### src/rtl/host_evt_signaller.sv
module host_evt_signaller #(
  parameter int EVW      = 32,
  parameter int CLK_DIV  = 100,
  parameter int PULSE_US = 65,
  parameter int PWR_BIT  = 0
) (
  input  logic           clk,
  input  logic           rst_n,
  input  logic           init_done,
  input  logic           update,
  input  logic [EVW-1:0] events,
  input  logic [EVW-1:0] smi_mask,
  input  logic [EVW-1:0] sci_mask,
  input  logic [EVW-1:0] wake_mask,
  input  logic           smi_trig,
  input  logic           sci_trig,
  output logic           smi_n,
  output logic           sci_n,
  output logic           wake_n,
  output logic           smi_stat,
  output logic           sci_stat
);
  localparam int DW = (CLK_DIV > 1) ? $clog2(CLK_DIV) : 1;
  localparam int UW = (PULSE_US > 1) ? $clog2(PULSE_US) : 1;
  localparam logic [DW-1:0] DIV_LAST = DW'(CLK_DIV - 1);
  localparam logic [UW-1:0] US_LAST  = UW'(PULSE_US - 1);
  localparam logic [EVW-1:0] PWR_CLR = ~({{(EVW-1){1'b0}}, 1'b1} << PWR_BIT);

  typedef enum logic [1:0] {IDLE, HI, LO} phase_t;

  phase_t        st;
  logic          sel_sci;
  logic [DW-1:0] div_cnt;
  logic [UW-1:0] us_cnt;
  logic          smi_pend, sci_pend;

  logic accept, smi_any, sci_any, wake_any;
  logic smi_req, sci_req, start_smi, start_sci, tick, phase_end;

  assign accept    = update & init_done;
  assign smi_any   = |(events & smi_mask);
  assign sci_any   = |(events & sci_mask);
  assign wake_any  = |(events & wake_mask & PWR_CLR);
  assign smi_req   = (accept & smi_any & ~smi_stat) | smi_trig;
  assign sci_req   = (accept & sci_any) | sci_trig;
  assign start_smi = (st == IDLE) & smi_pend;
  assign start_sci = (st == IDLE) & ~smi_pend & sci_pend;
  assign tick      = (div_cnt == DIV_LAST);
  assign phase_end = (st != IDLE) & tick & (us_cnt == US_LAST);

  assign smi_n = ~((st == LO) & ~sel_sci);
  assign sci_n = ~((st == LO) & sel_sci);

  always_ff @(posedge clk or negedge rst_n) begin
    if (!rst_n) begin
      smi_stat <= 1'b0;
      sci_stat <= 1'b0;
      wake_n   <= 1'b1;
    end else if (accept) begin
      smi_stat <= smi_any;
      sci_stat <= sci_any;
      wake_n   <= ~wake_any;
    end
  end

  always_ff @(posedge clk or negedge rst_n) begin
    if (!rst_n) begin
      smi_pend <= 1'b0;
      sci_pend <= 1'b0;
    end else begin
      smi_pend <= (smi_pend & ~start_smi) | smi_req;
      sci_pend <= (sci_pend & ~start_sci) | sci_req;
    end
  end

  always_ff @(posedge clk or negedge rst_n) begin
    if (!rst_n) begin
      st      <= IDLE;
      sel_sci <= 1'b0;
    end else begin
      case (st)
        IDLE: if (start_smi | start_sci) begin
                st      <= HI;
                sel_sci <= start_sci;
              end
        HI:   if (phase_end) st <= LO;
        LO:   if (phase_end) st <= IDLE;
        default: st <= IDLE;
      endcase
    end
  end

  always_ff @(posedge clk or negedge rst_n) begin
    if (!rst_n) begin
      div_cnt <= '0;
      us_cnt  <= '0;
    end else if (st == IDLE) begin
      div_cnt <= '0;
      us_cnt  <= '0;
    end else if (tick) begin
      div_cnt <= '0;
      us_cnt  <= (us_cnt == US_LAST) ? '0 : us_cnt + 1'b1;
    end else begin
      div_cnt <= div_cnt + 1'b1;
    end
  end


  smi_latch_chk: assert property (@(posedge clk) disable iff (!rst_n)
    (accept && smi_any && !smi_stat) |=> smi_pend);


  stat_follow_chk: assert property (@(posedge clk) disable iff (!rst_n)
    accept |=> (smi_stat == $past(smi_any)) && (sci_stat == $past(sci_any)));


  idle_hold_chk: assert property (@(posedge clk) disable iff (!rst_n)
    !accept |=> $stable(smi_stat) && $stable(sci_stat) && $stable(wake_n));


  low_len_chk: assert property (@(posedge clk) disable iff (!rst_n)
    ($rose(smi_n) || $rose(sci_n)) |-> ($past(us_cnt) == US_LAST) && ($past(div_cnt) == DIV_LAST));


  smi_first_chk: assert property (@(posedge clk) disable iff (!rst_n)
    (st == IDLE && smi_pend && sci_pend) |=> (st == HI) && !sel_sci && sci_pend);
endmodule

### config.mk
export PLATFORM = sky130hd
export DESIGN_NAME = host_evt_signaller
export DESIGN_NICKNAME = d
export VERILOG_FILES = /design/src/rtl/host_evt_signaller.sv
export SDC_FILE = /design/constraint.sdc
export NUM_CORES = 1
export LEC_CHECK = 0
export BUFFER_PORTS_ARGS = -buffer_cell sky130_fd_sc_hd__buf_4
export CAP_MARGIN = 10
export CELL_PAD_IN_SITES_DETAIL_PLACEMENT = 1
export CELL_PAD_IN_SITES_GLOBAL_PLACEMENT = 1
export CORE_MARGIN = 1
export CORE_UTILIZATION = 26
export DETAILED_ROUTE_END_ITERATION = 8
export PLACE_DENSITY_LB_ADDON = 0.1
export SLEW_MARGIN = 20
export SYNTH_ARGS = -nofsm -noshare
export SYNTH_HDL_FRONTEND = slang
export SYNTH_SLANG_ARGS = --single-unit
export TNS_END_PERCENT = 100
### constraint.sdc
create_clock -name clk -period 2.7 [get_ports clk]
set_clock_uncertainty 0.2 [all_clocks]
set_input_delay 0.27 -clock clk [delete_from_list [all_inputs] [get_ports clk]]
set_output_delay 0.27 -clock clk [all_outputs]
set_load 0.02 [all_outputs]
==> results of run 1 <==
## path summary, 6_finish.rpt
check / startpoint / end / slack (ns) / cells after the start
worst max-delay path: div_cnt[4] / us_cnt[4] / 0.74 / 5
worst min-delay path: sci_trig / sci_pend / 0.003 / 2
worst max register to register: div_cnt[4] / us_cnt[4] / 0.74 / 5
worst min register to register: div_cnt[0] / div_cnt[0] / 0.27 / 1
max in group asynchronous: rst_n / wake_n / 1.79 / 2
min in group asynchronous: rst_n / us_cnt[6] / 0.24 / 2
## layer usage
layer,up-vias,wire length [microns]
li1,929,-
met1,936,2610
met2,79,3890
met3,12,403
met4,0,196
met5,-,0
## logic make-up (layout without fill, tap and decap cells)
family	count (synthesis)	in the layout	synth area share
flip-flops	22	22	0.370
AND/OR/NAND/NOR	53	53	0.195
XOR/XNOR	7	7	0.0411
buffers and inverters	4	145	0.0101
adder cells (fa/ha/maj)	3	3	0.0252
AO/OA/AOI/OAI	69	69	0.359
## report_power, final
group          internal [W]  switching, W
clock              0.000198      0.000107
combinational      0.000212      0.000131
sequential         0.000386     0.0000558
total              0.000796      0.000294
## registers in the layout, summed over array words and instances (netlist names)
signal	cells
st	2
wake_n	1
us_cnt	7
smi_stat	1
smi_pend	1
sci_stat	1
sci_pend	1
div_cnt	7
sel_sci	1
## cell type report
class / instances / area, sq um
Clock buffer: 3 / 41.3
Multi-Input combinational cell: 132 / 925
Sequential cell: 22 / 552
Fill cell: 669 / 2820
Tap cell: 72 / 90.1
Timing Repair Buffer: 138 / 1040
Clock inverter: 1 / 30.0
Inverter: 3 / 11.3
## worst max-delay path, stage by stage, from the launching register on
cell and delay (ns):
dfrtp_1 0.43, nor4b_1 0.38, nand3_1 0.18, nand2_1 0.31
o21ai_0 0.16, a21o_1 0.20
## cells in the final DEF (no fill, tap or decap)
master,instances
a211oi_1,1
a21o_1,3
a21o_2,1
a21oi_1,4
a221oi_1,4
a221oi_2,4
a22o_1,8
a22oi_1,31
and3_1,5
buf_4,137
bufinv_16,1
clkbuf_8,3
dfrtp_1,21
dfstp_2,1
dlygate4sd3_1,1
ha_1,3
inv_1,3
nand2_1,8
nand2b_1,1
nand3_1,6
nand3_2,1
nand3b_1,2
nand4_1,10
nor2_1,10
nor3_1,1
nor3b_1,3
nor4_1,2
nor4b_1,1
o21a_1,1
o21ai_0,8
o22ai_1,1
o311a_1,1
o31ai_1,2
or2_2,2
or3_1,1
xnor2_1,3
xor2_1,4
## per-stage QoR
step	power, W	util	area, sq um	setup WS, ns	hold WS, ns
2_1_floorplan	0.000568	-	1490	0.996	-0.226
3_3_place_gp	0.000783	0.473	2610	0.666	-0.0227
3_5_place_dp	0.000792	0.473	2610	0.651	-0.0205
4_1_cts	0.00110	0.488	2690	0.714	0.00378
5_1_grt	0.00116	0.488	2690	0.507	0.00884
6_report	0.00109	0.488	2690	0.739	0.00272
==> results by group, run 1 <==
Outcome
  – Status: complete, no violations

CTS
  – Clock sinks: 22
  – Post-CTS setup buffers: 0
  – CTS Buf Count: 3
  – Post-CTS sizing: 0
  – CTS tree: yes
  – Cts hold-fix bufs: 1
  – Clock Tree Buf Depth: 2
  – Clock Pin Slew Worst Setup and Hold Paths: 0.09 ns
  – Root Driver: clkbuf_8
  – H-tree depth: 1
  – Worst skew pair latency: 0.26 ns

Route
  – Post-DRT Antenna Nets: 0
  – Wire per inst: 19.1 microns
  – Final WL: 7100 microns
  – Iteration-0 DRC Markers: 77
  – Routed vias: 1,956
  – Vias/cell: 5.27
  – DRC: 0
  – Router iterations before antenna repair: 4

Job
  – Max-Cap Viols: 0

Yosys
  – Gate Count Post-Synth: 158
  – Most area-consuming cells after synthesis: dfrtp_1 35%, a22oi_1 16%, a22o_1 4.7%, nand4_1 4.2%, a221oi_2 4.0%
  – FF+latch count, synth: 22
  – Post-synth EDFFs: 0
  – Yosys cell types: 34
  – Post-synthesis sequential area ratio: 0.370
  – Post-synthesis average cell area: 9.44 sq um
  – Biggest area consumer among synthesized cells: dfrtp_1
  – Async SR Flop Fraction: 1.00
  – Syn Nets: 295
  – YS warnings: 0
  – Post-synth top cells: 31 x a22oi_1, 21 x dfrtp_1, 10 x nand4_1, 10 x nor2_1
  – Most used DFF post-synth: dfrtp_1
  – Most frequent cell after synthesis: a22oi_1
  – Synthesized cell area: 0.00149 sq mm
  – Synth top area share: 0.352

STA
  – Highest clock rate: 510 MHz
  – Slew HR: 0.678
  – Final worst-path cycle share: 0.726
  – Setup repair after global routing missed its margin: false
  – Slew at the pin with the worst max-slew slack: 0.479 ns
  – Setup violators final: 0
  – Final min period: 1.96 ns
  – Final Hold Viols: 0
  – Pins Over Slew Limit: 0
  – Setup TNS: 0 ns

Placed design
  – Placer Congestion: 0.790
  – Inst Count DP: 366
  – Port bufs: 137
  – Final HPWL DP: 6220 microns

Global route
  – Antenna violations before repair: 0
  – Global-route wire length before repair: 11,000 microns
  – Met3 usage in global routing: 0.0424
  – Total track usage: 0.237
  – Gr busiest metal: met2
  – Met2 usage: 0.453
  – GR Layer Usage met1: 0.256
  – Vias in the first global route: 2,218
  – Total gr overflow: 0
  – Largest net degree at the start of global routing: 23

Critical path
  – Worst setup SP type: flop
  – Required @ worst endpoint: 2.66 ns
  – Nature of the critical path endpoint: flop
  – Crit path DAT: 1.92 ns
  – Crit Path Max Fanout: 10
  – WS Path Type: reg2reg

Floorplanning
  – Row count: 27
  – Die ar.: 0.00604 sq mm
  – I/O pin count: 139
  – Initial Utilization: 0.271
  – Chip Width: 77.7 microns
  – DIE HEIGHT: 77.7 microns
  – Core Box Area: 0.00551 sq mm

Finish
  – Layout net count: 437
  – Syn-to-layout area delta: 80.2%
  – Layout cells sized above 1: 0.502
  – Finished Layout Cells: 371
  – N_diodes: 0

Pwr
  – Leakage power: 1.29 nW
  – Maximum vdd drop: 0.000285 V
  – Pwr per Cell Area: 405 mW/mm^2

Min path
  – Hold Crit Class: in2reg
(Power assumes the default switching activity.)
==> inputs of run 2 (changes only) <==
--- a/config.mk
+++ b/config.mk
@@ -10,7 +10,7 @@
 export CELL_PAD_IN_SITES_DETAIL_PLACEMENT = 1
 export CELL_PAD_IN_SITES_GLOBAL_PLACEMENT = 1
 export CORE_MARGIN = 1
-export CORE_UTILIZATION = 26
+export CORE_UTILIZATION = 25
 export DETAILED_ROUTE_END_ITERATION = 8
 export PLACE_DENSITY_LB_ADDON = 0.1
 export SLEW_MARGIN = 20
==> constraint.sdc (replaced) <==
create_clock -name clk -period 1.9 [get_ports clk]
set_clock_uncertainty 0.2 [all_clocks]
set_input_delay 0.19 -clock clk [delete_from_list [all_inputs] [get_ports clk]]
set_output_delay 0.19 -clock clk [all_outputs]
set_load 0.02 [all_outputs]
==> results by group, run 2 (synthesized netlist as in run 1, its figures left out) <==
Route
  – Post-DRT Antenna Nets: 0 (unchanged)
  – Iteration-0 DRC Markers: 47 (was 77)
  – DRC: 0 (unchanged)
  – Vias/cell: 5.21 (was 5.27)
  – Final WL: 7530 microns (was 7100 microns)
  – Routed vias: 2,000 (was 1,956)
  – Router iterations before antenna repair: 4 (unchanged)
  – Wire per inst: 19.6 microns (was 19.1 microns)

Pwr
  – Overall power: 0.00162 W (was 0.00109 W)
  – Pwr per Cell Area: 581 mW/mm^2 (was 405 mW/mm^2)
  – Leakage power: 1.35 nW (was 1.29 nW)
  – Maximum vdd drop: 0.000341 V (was 0.000285 V)

Finish
  – Largest regs: div_cnt (7), us_cnt (7), st (2) (unchanged)
  – Most common cell after layout, fill and taps aside: buf_4 (unchanged)
  – Layout net count: 450 (was 437)
  – N_diodes: 0 (unchanged)
  – Filler cells: 668 (was 669)
  – Layout cells sized above 1: 0.519 (was 0.502)
  – Commonest cells after routing, fill and taps aside: 148 x buf_4, 31 x a22oi_1, 21 x dfrtp_1 (was 137 x buf_4, 31 x a22oi_1, 21 x dfrtp_1)
  – Syn-to-layout area delta: 87.5% (was 80.2%)

Floorplanning
  – Initial Utilization: 0.264 (was 0.271)
  – Row count: 27 (unchanged)
  – I/O pin count: 139 (unchanged)
  – Die ar.: 0.00628 sq mm (was 0.00604 sq mm)
  – Core Box Area: 0.00564 sq mm (was 0.00551 sq mm)
  – Chip Width: 79.2 microns (was 77.7 microns)
  – DIE HEIGHT: 79.2 microns (was 77.7 microns)

CTS
  – Clock sinks: 22 (unchanged)
  – H-tree depth: 1 (unchanged)
  – CTS Buf Count: 3 (unchanged)
  – CTS tree: yes (unchanged)
  – Post-CTS setup buffers: 0 (unchanged)
  – Clock Tree Buf Depth: 2 (unchanged)
  – Clock Pin Slew Worst Setup and Hold Paths: 0.09 ns (about the same)
  – Root Driver: clkbuf_8 (unchanged)
  – Worst skew pair latency: 0.27 ns (was 0.26 ns)

STA
  – Slew at the pin with the worst max-slew slack: 0.419 ns (was 0.479 ns)
  – Final worst-path cycle share: 0.938 (was 0.726)
  – Setup TNS: 0 ns (unchanged)
  – Highest clock rate: 561 MHz (was 510 MHz)
  – Pins Over Slew Limit: 0 (unchanged)
  – Setup repair after global routing missed its margin: false (unchanged)
  – Setup violators final: 0 (unchanged)
  – Slew HR: 0.718 (was 0.678)
  – Final min period: 1.78 ns (was 1.96 ns)
  – Final WS setup: 0.118 ns (was 0.739 ns)
  – Final Hold Viols: 0 (unchanged)

Placed design
  – Placer Congestion: 0.856 (was 0.790)
  – DP Worst Slack: -0.0829 ns (was 0.651 ns)
  – Port bufs: 137 (unchanged)
  – Final HPWL DP: 6630 microns (was 6220 microns)

Global route
  – Vias in the first global route: 2,239 (was 2,218)
  – Antenna violations before repair: 0 (unchanged)
  – Total track usage: 0.243 (was 0.237)
  – Global-route wire length before repair: 11,400 microns (was 11,000 microns)
  – Total gr overflow: 0 (unchanged)
  – Largest net degree at the start of global routing: 23 (unchanged)

Critical path
  – WS Path Type: reg2reg (unchanged)
  – Crit Path Max Fanout: 10 (unchanged)
  – Crit path DAT: 1.80 ns (was 1.92 ns)
  – Reg2Reg Depth: 5 (unchanged)
  – Worst setup SP type: flop (unchanged)
  – Required @ worst endpoint: 1.92 ns (was 2.66 ns)
  – Reg-to-Reg End: us_cnt[2] (was us_cnt[4])
  – Reg-to-reg startpoint: div_cnt[4] (unchanged)
  – R2R Setup Slk: 0.12 ns (was 0.74 ns)
  – Nature of the critical path endpoint: flop (unchanged)

Outcome
  – Status: complete, no violations (unchanged)

Min path
  – Worst Hold Path Cells: 4 (was 2)
  – Hold Crit Class: in2reg (unchanged)
  – Hold_sp: wake_mask[22] (was sci_trig)
  – Hold EP: wake_n (was sci_pend)

Job
  – Max-Cap Viols: 0 (unchanged)
## run 2: changes by cell type in the layout (fill, tap and decap cells not counted), sizes merged
cell         change
dlygate4sd3      +2
buf             +11
## run 2: worst max path at each step
stage | from | to | depth (start not counted)
3_5_place_dp | events[8] | sci_pend | 6
2_1_floorplan | div_cnt[4] | us_cnt[2] | 5
3_3_place_gp | events[8] | sci_pend | 6
5_1_grt | div_cnt[4] | us_cnt[3] | 5
4_1_cts | div_cnt[4] | us_cnt[3] | 5
6_report | div_cnt[4] | us_cnt[2] | 5
## run 2: worst max-delay path, stage by stage, from the launching register on
cell and delay, ns:
dfrtp_1 0.41, nor4b_2 0.32, and3_1 0.24, nand3_2 0.19
o21ai_0 0.23, a21o_1 0.13
## run 2: power breakdown
part / internal [W] / switching, W / leakage [nW] / total, W
Sequential: 0.000549 / 0.0000728 / 0.269 / 0.000622
Combinational: 0.000344 / 0.000215 / 1.05 / 0.000559
Clock: 0.000282 / 0.000162 / 0.0357 / 0.000444
Total: 0.00117 / 0.000450 / 1.35 / 0.00162
## run 2: layer usage
metal | track usage | routed length, microns
met4 | 0.0582 | 167
met2 | 0.442 | 4040
met5 | 0 | 0
met3 | 0.0586 | 396
met1 | 0.282 | 2930
## run 2: what timing repair did
| action | in CTS | in global routing |
|---|---|---|
| resized for setup | 0 | 2 |
| endpoints found under the hold margin | 24 | 0 |
| hold buffers | 3 | 0 |
| endpoints found under the setup margin | 0 | 3 |
## run 2: cell type report
cell class	count	area, sq um	area share
Clock inverter	1	30.0	0.0107
Timing Repair Buffer	151	1140	0.408
Clock buffer	3	41.3	0.0148
Tap cell	72	90.1	0.0322
Sequential cell	22	552	0.197
Multi-Input combinational cell	132	931	0.333
Inverter	3	11.3	0.00403
## run 2: per-stage QoR
step                 util  cells  instance area (sq um)  hold slack [ns]
floorplan               -    158                   1490           -0.306
finish              0.496    384                   2800           0.0109
CTS                 0.495    384                   2790           0.0106
global route        0.496    384                   2800           0.0157
detailed placement  0.477    377                   2690          -0.0966
global placement    0.477    377                   2690           -0.102
==> inputs of run 3 (changes only) <==
--- a/config.mk
+++ b/config.mk
@@ -12,6 +12,7 @@
 export CORE_MARGIN = 1
 export CORE_UTILIZATION = 25
 export DETAILED_ROUTE_END_ITERATION = 8
+export MAX_ROUTING_LAYER = met4
 export PLACE_DENSITY_LB_ADDON = 0.1
 export SLEW_MARGIN = 20
 export SYNTH_ARGS = -nofsm -noshare
==> results by group, run 3 (synthesized netlist as in run 1, its figures left out) <==
Finish
  – Final instance area: 0.00280 sq mm (unchanged)
  – Layout net count: 450 (unchanged)
  – Most common cell after layout, fill and taps aside: buf_4 (unchanged)
  – Layout cells sized above 1: 0.519 (unchanged)
  – Syn-to-layout area delta: 87.5% (unchanged)
  – Finished Layout Cells: 384 (unchanged)
  – Commonest cells after routing, fill and taps aside: 148 x buf_4, 31 x a22oi_1, 21 x dfrtp_1 (unchanged)
  – N_diodes: 0 (unchanged)
  – Largest regs: div_cnt (7), us_cnt (7), st (2) (unchanged)

Global route
  – Global-route wire length before repair: 11,300 microns (was 11,400 microns)
  – Total track usage: 0.249 (was 0.243)
  – Antenna violations before repair: 0 (unchanged)
  – Vias in the first global route: 2,249 (was 2,239)
  – Total gr overflow: 0 (unchanged)
  – Largest net degree at the start of global routing: 23 (unchanged)

CTS
  – CTS tree: yes (unchanged)
  – CTS Buf Count: 3 (unchanged)
  – Worst skew pair latency: 0.27 ns (about the same)
  – H-tree depth: 1 (unchanged)
  – Post-CTS setup buffers: 0 (unchanged)
  – Root Driver: clkbuf_8 (unchanged)
  – Clock Tree Buf Depth: 2 (unchanged)
  – Clock sinks: 22 (unchanged)
  – Clock Pin Slew Worst Setup and Hold Paths: 0.09 ns (about the same)

Critical path
  – Crit Path Max Fanout: 10 (unchanged)
  – Crit path DAT: 1.80 ns (about the same)
  – Required @ worst endpoint: 1.92 ns (about the same)
  – Reg2Reg Depth: 5 (unchanged)
  – Reg-to-reg startpoint: div_cnt[4] (unchanged)
  – R2R Setup Slk: 0.12 ns (about the same)
  – WS Path Type: reg2reg (unchanged)
  – Critical Path Slowest Stage Cell: dfrtp_1 (unchanged)
  – CP max stage delay: 0.41 ns (about the same)
  – Setup crit end: us_cnt[2] (unchanged)
  – Worst setup SP type: flop (unchanged)
  – Nature of the critical path endpoint: flop (unchanged)
  – Crit path launch: div_cnt[4] (unchanged)
  – CP cell instances: nor4b_2, and3_1, nand3_2, o21ai_0, a21o_1 (unchanged)
  – Reg-to-Reg End: us_cnt[2] (unchanged)

Route
  – Post-DRT Antenna Nets: 0 (unchanged)
  – Iteration-0 DRC Markers: 47 (unchanged)
  – Routed vias: 2,042 (was 2,000)
  – Vias/cell: 5.32 (was 5.21)
  – Router iterations before antenna repair: 4 (unchanged)
  – Wire per inst: 19.8 microns (was 19.6 microns)
  – DRC: 0 (unchanged)
  – Final WL: 7590 microns (was 7530 microns)

STA
  – Setup repair after global routing missed its margin: false (unchanged)
  – Final worst-path cycle share: 0.937 (was 0.938)
  – Final WS setup: 0.119 ns (was 0.118 ns)
  – Final min period: 1.78 ns (about the same)
  – Setup violators final: 0 (unchanged)
  – Highest clock rate: 562 MHz (was 561 MHz)
  – Minimum hold slack: 0.0132 ns (was 0.0109 ns)
  – Slew at the pin with the worst max-slew slack: 0.419 ns (about the same)
  – Pins Over Slew Limit: 0 (unchanged)
  – Final Hold Viols: 0 (unchanged)
  – Slew HR: 0.718 (about the same)

Floorplanning
  – Chip Width: 79.2 microns (unchanged)
  – DIE HEIGHT: 79.2 microns (unchanged)
  – Die ar.: 0.00628 sq mm (unchanged)
  – Core Box Area: 0.00564 sq mm (unchanged)
  – I/O pin count: 139 (unchanged)
  – Row count: 27 (unchanged)
  – Initial Utilization: 0.264 (unchanged)

Outcome
  – Status: complete, no violations (unchanged)

Min path
  – Hold Crit Class: in2reg (unchanged)

Placed design
  – Final HPWL DP: 6630 microns (unchanged)
  – Placer Congestion: 0.870 (was 0.856)
  – DP Worst Slack: -0.0829 ns (unchanged)
  – Port bufs: 137 (unchanged)
  – DP Area: 0.00269 sq mm (unchanged)
  – Inst Count DP: 377 (unchanged)

Pwr
  – Overall power: 0.00162 W (about the same)
  – Pwr per Cell Area: 581 mW/mm^2 (about the same)
  – Leakage power: 1.35 nW (unchanged)
  – Maximum vdd drop: 0.000341 V (about the same)

Job
  – Max-Cap Viols: 0 (unchanged)
==> run 3: cell counts in the layout (fill, tap and decap cells not counted) <==
No cell type changed its count.
==> run 3: report_power, final <==
group,total [W],switching (W),internal (W)
clock network,0.000443,0.000162,0.000282
registers,0.000622,0.0000728,0.000549
logic,0.000560,0.000215,0.000344
total,0.00162,0.000450,0.00117
==> run 3: final cells by class <==
class / count / area (sq um)
inverters: 3 / 11.3
clock inverters: 1 / 30.0
fillers: 668 / 2850
repair buffers: 151 / 1140
multi-input cells: 132 / 931
well taps: 72 / 90.1
clock buffers: 3 / 41.3
flip-flops and latches: 22 / 552
==> run 3: worst min-delay path by stage <==
stage,start,to,cells past startpoint
after global routing,wake_mask[22],wake_n,4
after global placement,rst_n,us_cnt[3],1
after CTS,wake_mask[22],wake_n,4
after detailed placement,rst_n,us_cnt[4],1
after floorplan,rst_n,div_cnt[0],0
final,wake_mask[22],wake_n,4
==> run 3: per-stage QoR <==
stage                     TNS (ns)  utilization
after detailed placement   -0.0829        0.477
after CTS                        0        0.495
final                            0        0.496
after floorplan                  0            -
after global routing             0        0.496
after global placement     -0.0641        0.477
==> run 3: layer usage <==
layer	track usage	vias up	wire length, microns
met5	-	-	0
met4	0.0582	0	182
met3	0.0586	14	425
met2	0.442	92	4020
met1	0.282	977	2960
li1	-	959	-
==> run 3: timing repair <==
item                       in CTS  in global routing
hold buffers                    3                  0
hold endpoints to repair       24                  0
gates resized for setup         0                  2
setup endpoints to repair       0                  3
==> run 3: critical path: cells and delay by family, from the launching register on <==
family	cells	cell delay, ns
flops	1	0.41
compound gates	2	0.36
simple gates	3	0.75
